File: config.mk
export PLATFORM = sky130hd
export DESIGN_NAME = pgw_walker
export DESIGN_NICKNAME = d
export VERILOG_FILES = /design/src/rtl/pgw_pkg.sv /design/src/rtl/pgw_entry_decode.sv /design/src/rtl/pgw_entry_addr.sv /design/src/rtl/pgw_walker.sv
export SDC_FILE = /design/constraint.sdc
export NUM_CORES = 1
export LEC_CHECK = 0
export BUFFER_PORTS_ARGS = -buffer_cell sky130_fd_sc_hd__buf_2
export CORE_ASPECT_RATIO = 1.1
export CORE_MARGIN = 3
export CORE_UTILIZATION = 30
export DETAILED_ROUTE_END_ITERATION = 8
export HOLD_SLACK_MARGIN = 0.05
export PLACE_DENSITY_LB_ADDON = 0.15
export SYNTH_ARGS = -nofsm -noshare
export SYNTH_HDL_FRONTEND = slang
export SYNTH_SLANG_ARGS = --single-unit
File: constraint.sdc
create_clock -name clk -period 2.9 [get_ports clk]
set_clock_uncertainty 0.15 [all_clocks]
set_input_delay 0.29 -clock clk [delete_from_list [all_inputs] [get_ports clk]]
set_output_delay 0.29 -clock clk [all_outputs]
set_load 0.01 [all_outputs]
File: src/rtl/pgw_pkg.sv
package pgw_pkg;

  typedef enum logic [2:0] {
    ST_IDLE,
    ST_RD_OUTER,
    ST_RD_INNER,
    ST_DONE,
    ST_FAULT
  } walk_state_t;

  localparam logic [1:0] FLT_LENGTH    = 2'd0;
  localparam logic [1:0] FLT_OUTER_INV = 2'd1;
  localparam logic [1:0] FLT_INNER_INV = 2'd2;
  localparam logic [1:0] FLT_PROTECT   = 2'd3;

endpackage

File: src/rtl/pgw_entry_decode.sv
module pgw_entry_decode #(
  parameter int ENT_W = 32,
  parameter int OFF_W = 10
) (
  input  logic [ENT_W-1:0]       entry_i,
  output logic                   valid_o,
  output logic                   writable_o,
  output logic [ENT_W-OFF_W-1:0] base_o
);
  // bit 0 valid, bit 1 writable, upper bits base; the rest are ignored
  logic unused_bits;
  assign unused_bits = ^entry_i[OFF_W-1:2];

  assign valid_o    = entry_i[0];
  assign writable_o = entry_i[1];
  assign base_o     = entry_i[ENT_W-1:OFF_W];
endmodule

File: src/rtl/pgw_entry_addr.sv
module pgw_entry_addr #(
  parameter int AW = 32,
  parameter int IW = 12,
  parameter int SH = 2
) (
  input  logic [AW-1:0] base_i,
  input  logic [IW-1:0] idx_i,
  output logic [AW-1:0] addr_o
);
  logic [AW-1:0] byte_off;
  assign byte_off = {{(AW-IW-SH){1'b0}}, idx_i, {SH{1'b0}}};
  assign addr_o   = base_i + byte_off;
endmodule

File: src/rtl/pgw_walker.sv
module pgw_walker #(
  parameter int OUT_W = 12,
  parameter int IN_W  = 10,
  parameter int OFF_W = 10,
  parameter int ENT_W = 32,
  parameter int VA_W  = OUT_W + IN_W + OFF_W,
  parameter int LEN_W = OUT_W + 1
) (
  input  logic             clk,
  input  logic             rst,
  input  logic [ENT_W-1:0] ptbr_i,
  input  logic [LEN_W-1:0] ptlr_i,
  input  logic             req_valid_i,
  output logic             req_ready_o,
  input  logic [VA_W-1:0]  req_vaddr_i,
  input  logic             req_write_i,
  output logic             mem_req_valid_o,
  input  logic             mem_req_ready_i,
  output logic [ENT_W-1:0] mem_req_addr_o,
  input  logic             mem_rsp_valid_i,
  input  logic [ENT_W-1:0] mem_rsp_data_i,
  output logic             rsp_done_o,
  output logic             rsp_fault_o,
  output logic [1:0]       rsp_fault_code_o,
  output logic [ENT_W-1:0] rsp_paddr_o
);
  import pgw_pkg::*;

  localparam int BASE_W = ENT_W - OFF_W;
  localparam int ENT_SH = $clog2(ENT_W / 8);
  localparam int LOW_W  = IN_W + OFF_W;

  walk_state_t      state_q;
  logic [LOW_W-1:0] low_q;
  logic             write_q;

  logic [OUT_W-1:0]  outer_idx;
  logic [IN_W-1:0]   inner_idx;
  logic [OFF_W-1:0]  page_off;
  logic [ENT_W-1:0]  outer_addr;
  logic [ENT_W-1:0]  inner_addr;
  logic [ENT_W-1:0]  inner_tbl;
  logic              ent_valid;
  logic              ent_writable;
  logic [BASE_W-1:0] ent_base;
  logic              len_bad;
  logic              rsp_take;

  assign outer_idx = req_vaddr_i[VA_W-1 -: OUT_W];
  assign inner_idx = low_q[OFF_W +: IN_W];
  assign page_off  = low_q[OFF_W-1:0];
  assign len_bad   = {1'b0, outer_idx} >= ptlr_i;
  assign inner_tbl = {ent_base, {OFF_W{1'b0}}};
  assign rsp_take  = !mem_req_valid_o && mem_rsp_valid_i;

  pgw_entry_addr #(.AW(ENT_W), .IW(OUT_W), .SH(ENT_SH)) u_outer_addr (
    .base_i(ptbr_i), .idx_i(outer_idx), .addr_o(outer_addr)
  );

  pgw_entry_addr #(.AW(ENT_W), .IW(IN_W), .SH(ENT_SH)) u_inner_addr (
    .base_i(inner_tbl), .idx_i(inner_idx), .addr_o(inner_addr)
  );

  pgw_entry_decode #(.ENT_W(ENT_W), .OFF_W(OFF_W)) u_decode (
    .entry_i(mem_rsp_data_i), .valid_o(ent_valid),
    .writable_o(ent_writable), .base_o(ent_base)
  );

  assign req_ready_o = (state_q == ST_IDLE);

  always_ff @(posedge clk) begin
    if (rst) begin
      state_q          <= ST_IDLE;
      low_q            <= '0;
      write_q          <= 1'b0;
      mem_req_valid_o  <= 1'b0;
      mem_req_addr_o   <= '0;
      rsp_done_o       <= 1'b0;
      rsp_fault_o      <= 1'b0;
      rsp_fault_code_o <= '0;
      rsp_paddr_o      <= '0;
    end else begin
      rsp_done_o  <= 1'b0;
      rsp_fault_o <= 1'b0;
      case (state_q)
        ST_IDLE: begin
          if (req_valid_i) begin
            low_q   <= req_vaddr_i[LOW_W-1:0];
            write_q <= req_write_i;
            if (len_bad) begin
              state_q          <= ST_FAULT;
              rsp_done_o       <= 1'b1;
              rsp_fault_o      <= 1'b1;
              rsp_fault_code_o <= FLT_LENGTH;
              rsp_paddr_o      <= '0;
            end else begin
              state_q         <= ST_RD_OUTER;
              mem_req_valid_o <= 1'b1;
              mem_req_addr_o  <= outer_addr;
            end
          end
        end
        ST_RD_OUTER: begin
          if (mem_req_valid_o && mem_req_ready_i) begin
            mem_req_valid_o <= 1'b0;
          end else if (rsp_take) begin
            if (!ent_valid) begin
              state_q          <= ST_FAULT;
              rsp_done_o       <= 1'b1;
              rsp_fault_o      <= 1'b1;
              rsp_fault_code_o <= FLT_OUTER_INV;
              rsp_paddr_o      <= '0;
            end else begin
              state_q         <= ST_RD_INNER;
              mem_req_valid_o <= 1'b1;
              mem_req_addr_o  <= inner_addr;
            end
          end
        end
        ST_RD_INNER: begin
          if (mem_req_valid_o && mem_req_ready_i) begin
            mem_req_valid_o <= 1'b0;
          end else if (rsp_take) begin
            rsp_done_o <= 1'b1;
            if (!ent_valid || (write_q && !ent_writable)) begin
              state_q          <= ST_FAULT;
              rsp_fault_o      <= 1'b1;
              rsp_fault_code_o <= !ent_valid ? FLT_INNER_INV : FLT_PROTECT;
              rsp_paddr_o      <= '0;
            end else begin
              state_q          <= ST_DONE;
              rsp_fault_code_o <= '0;
              rsp_paddr_o      <= {ent_base, page_off};
            end
          end
        end
        default: state_q <= ST_IDLE;
      endcase
    end
  end
endmodule

After elaboration in Yosys (flattened, before gate mapping)
Cells that the tools add are included.
- input bits: 115
- register bits: 93
- reductions and logical operators: 15
- mux-type cells: 53
- eq/ne operators: 14
- $add $sub $neg: 2
- $lt $le $gt $ge: 1
- operators by type and width (operator ; count):
    $mux 32 ; 13
    $pmux 32 s3 ; 1
    $pmux 32 s2 ; 1
    $add 32x12->32 ; 1
    $add 32x14->32 ; 1
    $mux 3 ; 8
    $ne 2x2->1 const B ; 9
    $mux 1 ; 17
    $mux 2 ; 8
    $ge 12x13->1 ; 1
    $reduce_and 6->1 ; 2
    $pmux 1 s3 ; 3
    $pmux 3 s3 ; 1
    $reduce_and 8->1 ; 1
    $ne 3x3->1 const B ; 2
    $pmux 2 s3 ; 1
    $reduce_and 5->1 ; 1
    $eq 3x1->1 const B ; 1
    $eq 3x2->1 const B ; 1
    $logic_and 1x1->1 ; 3
    $logic_not 1->1 ; 3
    $logic_not 3->1 ; 1
    $reduce_bool 3->1 ; 1
    $ne 2x1->1 const B ; 1
    other kinds (3) ; 3

Logic depth before layout (Yosys ltp)
- depth after elaboration: 7
- depth in mapped cells: 11

By module
Synthesis repeated with hierarchy kept, for this count alone.
- cell total of the unflattened synthesis: 766
- area, all modules: 6418.7 µm²
- modules (own cells, without submodules) (module ; cells each ; instances ; area an instance (µm²)):
    pgw_walker ; 483 ; 1 ; 4398.0
    pgw_entry_addr (u_outer_addr) ; 138 ; 1 ; 960.9
    pgw_entry_addr (u_inner_addr) ; 121 ; 1 ; 879.6
    pgw_entry_decode ; 24 ; 1 ; 180.2

Worst setup path before layout
OpenSTA, ideal clock, no wires.
- path type: input to register
- start point: input ptbr_i[2]
- end point: register mem_req_addr_o[24]
- data arrival time: 2.301 ns
- setup time: 0.132 ns
- slack: 0.316 ns
- required time: 2.618 ns
- buffers on the path: 1
- stages on the path: 10
- cells stage by stage: ha_1 fa_1 a211oi_1 o211ai_2 a41oi_1 buf_2 nor3b_1 xor2_1 o211ai_1 a21oi_1
- word-level cells in the longest chain between the ends: 4
- RTL lines (element ; line ; RTL):
    from (decl) ; pgw_walker.sv:11 ; input logic [ENT_W-1:0] ptbr_i,
    $add 32x14->32 ; pgw_entry_addr.sv:12 ; assign addr_o = base_i + byte_off;
    $mux 32 ; pgw_walker.sv:90 ; if (len_bad) begin
    $mux 32 ; pgw_walker.sv:87 ; if (req_valid_i) begin
    $pmux 32 s2 ; pgw_walker.sv:85 ; case (state_q)
    to (signal assigned) ; pgw_walker.sv:99 ; mem_req_addr_o <= outer_addr;
    to (signal assigned) ; pgw_walker.sv:116 ; mem_req_addr_o <= inner_addr;
    to (decl) ; pgw_walker.sv:19 ; output logic [ENT_W-1:0] mem_req_addr_o,
Every way passes these cells. The select of a mux whose other input is x is not followed.
A chain may end at the register's enable or synchronous reset.

Final worst setup path
- start point: register low_q[18]
- end point: register mem_req_addr_o[30]
- word-level cells in the longest chain between the ends: 5
- RTL lines (element ; line ; RTL):
    from (decl) ; pgw_walker.sv:34 ; logic [LOW_W-1:0] low_q;
    from (signal assigned) ; pgw_walker.sv:88 ; low_q <= req_vaddr_i[LOW_W-1:0];
    $add 32x12->32 ; pgw_entry_addr.sv:12 ;
    $mux 32 ; pgw_walker.sv:107 ; if (!ent_valid) begin
    $mux 32 ; pgw_walker.sv:106 ; end else if (rsp_take) begin
    $mux 32 ; pgw_walker.sv:104 ; if (mem_req_valid_o && mem_req_ready_i) begin
    $pmux 32 s2 ; pgw_walker.sv:85 ;
Every way passes these cells. The select of a mux whose other input is x is not followed.

==> run metrics <==
Max FO, Critical Path=6; fin crit period=2.52 ns; clk sinks=93; Least-Margin Pin Slew=0.494 ns; post-synthesis xor/xnor area fraction=0.0469; WHS=0.107 ns; initial antenna violation count=1; port bufs=between 150 and 200; number of max-cap violations=0; Setup Viol. Count Final=0; layout cells sized above 1=0.247; post-synthesis register bit count=93; DR vias=5802; H-tree Lvls=3; synthesized-area fraction occupied by ao, oa, aoi and oai cells=0.180; first-pass GRT wire length=around 29000 µm; ANT cells=0; GRT Total Usage=0.171; # resized after CTS=0; Netlist Area Pre-Place=~0.0058 mm²; Vias/cell=4.94; Required @ worst endpoint=roughly 3.0 ns; design area=0.00755 mm²; Clock Path Buffers=2; Slew Viols, Final=0; Routed Wire Length=18600 µm; routability cong.=around 0.86; mean routed wirelength per cell=15.8 µm; Skew-Pair Late Insertion Delay=approximately 0.35 ns; grt ovf=0; half-perimeter wire length after detailed placement=14200 µm; boundary pin count=185; Fin Setup TNS=0 ns; max layer used=met5; Die ar.=about 0.021 mm²; die height=152 µm; CTS tree=done; post-CTS setup buffers=0; hold buffers post-CTS=23; Avg Inst Size Synth=7.83 µm²; DR WL met2=9030 µm; fmax=397 MHz; multiplexer share of the synthesized area=0.0622; Simple-Gate Fraction of Synth Area=0.278; root buf cell=clkbuf_16; relative slew slack=0.671; RSZ-0062 raised after global routing=false; fin crit share=0.868; Worst EP arrival=2.65 ns; vias in the first global route=around 5500; Post-synth ARST share=0; met3 wire len=759 µm; Post-route DRC=0; cell area power density=roughly 500 mW/mm²; clk slew on worst S/H paths=0.07 ns; CP Class=reg2reg; final cell count without fillers=1175; Filler cells=~2000; P&R area growth vs syn=30.4%; die width=~140 µm; Seq/Total Area, Yosys=0.321; cells after synthesis=740; wl on met1=8450 µm; status=finished, final reports clean; Syn Nets=883; Initial DRT Pass Iterations=4; Iteration-0 DRC Markers=261; Post-synth EDFFs=0; total CTS buffers=9; Detail Route Antenna Nets=0; Site Rows=52; critical path launch point type=register; DP Area=0.00700 mm²; CP Capture Type=register; nets=1071; commonest register cell after synthesis=dfxtp_1; Leak=3.54 nW; Fin. Hold Viols=0; core area=0.0187 mm²; Tightest Hold Check Type=in2reg; main combinational cell family by area after synthesis=simple AND/OR/NAND/NOR gates; initial core utilization=0.310; Max VDD drop=between 0.2 and 0.3 mV; placed cell count=1137; Synth Area in Adders=0.0631; YS warnings=0; largest net degree at the start of global routing=79; Distinct cells, synth=60
==> report_power, final <==
part	switching (mW)	leakage, nW	internal, mW	total, mW
Clock	0.525	0.153	0.758	1.28
Sequential	0.0523	0.759	1.38	1.43
Combinational	0.644	2.63	0.453	1.10
==> flip-flops by register name (all words and copies together), names as in the netlist <==
register,count
rsp_fault_code_o,2
mem_req_addr_o,32
mem_req_valid_o,1
rsp_done_o,1
low_q,20
rsp_paddr_o,32
state_q,3
rsp_fault_o,1
write_q,1
==> cells in the final DEF (no fill, tap or decap), drive strengths merged, types with 7 or more instances in the layout <==
cell type    netlist  layout
nand3             22      22
inv               19      21
ha                26      26
nor3              26      26
a211oi            16      16
dlygate4sd3        0      23
dfxtp             93      93
and2              36      36
xor2              14      14
mux2i             36      36
clkbuf            28       9
o211ai            14      14
xnor2             17      17
nor4              11      11
nor2              87      87
nand2            100     100
a21oi             63      63
o21ai             17      17
nor2b              7       7
and3              16      16
buf               17     199
==> stage by stage <==
stage | setup WS [ns] | power (mW) | util
4_1_cts | 0.316 | 3.86 | 0.404
2_1_floorplan | 0.316 | 2.12 | -
3_5_place_dp | 0.128 | 2.54 | 0.375
6_report | 0.382 | 3.81 | 0.404
5_1_grt | 0.101 | 4.02 | 0.404
3_3_place_gp | 0.0928 | 2.54 | 0.375
==> Yosys cell counts, types with 2 or more instances <==
cell | instances | share of area
xor2_1 | 14 | 0.021
ha_1 | 26 | 0.056
buf_4 | 3 | 0.0039
nand3_2 | 2 | 0.0035
o41ai_1 | 3 | 0.0045
a31oi_1 | 3 | 0.0032
fa_1 | 2 | 0.0069
buf_2 | 12 | 0.010
a211oi_1 | 16 | 0.021
a21oi_1 | 63 | 0.054
or4_1 | 2 | 0.0026
o21a_1 | 2 | 0.0026
nor4_1 | 10 | 0.011
xnor2_1 | 17 | 0.026
clkbuf_1 | 28 | 0.018
nor2b_1 | 7 | 0.0076
a41oi_1 | 2 | 0.0030
and3_1 | 16 | 0.017
dfxtp_1 | 93 | 0.32
o21ai_0 | 17 | 0.015
nand3_1 | 20 | 0.017
a311oi_1 | 4 | 0.0060
a31o_2 | 4 | 0.0060
a221o_1 | 3 | 0.0052
o21bai_1 | 3 | 0.0039
nand2b_1 | 6 | 0.0065
o211ai_1 | 12 | 0.016
o211ai_2 | 2 | 0.0043
and2_1 | 36 | 0.039
o211a_1 | 2 | 0.0035
or3_1 | 5 | 0.0054
nand4_1 | 5 | 0.0054
buf_6 | 2 | 0.0039
nor3_1 | 25 | 0.022
nor3b_1 | 2 | 0.0026
nor2_1 | 87 | 0.056
nand2_1 | 100 | 0.065
a211o_1 | 3 | 0.0045
inv_1 | 19 | 0.012
mux2i_1 | 36 | 0.062
and4_1 | 3 | 0.0045
o311a_1 | 2 | 0.0035
o31ai_1 | 4 | 0.0052
==> path summary, 6_finish.rpt <==
kind / start / end / slack (ns) / depth (start not counted)
min reg2reg: low_q[5] / low_q[5] / 0.30 / 2
max: low_q[18] / mem_req_addr_o[30] / 0.38 / 10
min: rst / mem_req_addr_o[18] / 0.11 / 2
max reg2reg: low_q[18] / mem_req_addr_o[30] / 0.38 / 10
==> layout make-up <==
class / count / area (µm²) / share of cell area
multi-input cells: 583 / 3670 / 0.486
repair buffers: 222 / 1320 / 0.175
inverters: 19 / 71.3 / 0.00945
well taps: 243 / 304 / 0.0403
clock buffers: 9 / 225 / 0.0298
flip-flops and latches: 93 / 1860 / 0.247
clock inverters: 6 / 93.8 / 0.0124
==> metal layers <==
metal,vias up,track usage
met5,-,0
li1,2994,-
met1,2667,0.212
met2,119,0.302
met4,2,0.0435
met3,20,0.0395
==> cell families after synthesis <==
| logic type | Yosys count |
|---|---|
| compound gates | 155 |
| xor+xnor | 31 |
| fa+ha+maj | 28 |
| buf+inv | 64 |
| flops | 93 |
| mux | 36 |
| simple gates | 333 |
==> critical path, stage by stage (launching register included) <==
cell      delay [ns]
dfxtp_1         0.33
ha_1            0.17
inv_1           0.06
fa_1            0.44
nand3b_1        0.25
nor4_2          0.21
buf_4           0.19
a21oi_1         0.06
o21ai_0         0.28
nand4_1         0.17
a21oi_1         0.14
No activity file was read; power rests on OpenSTA's default activity.
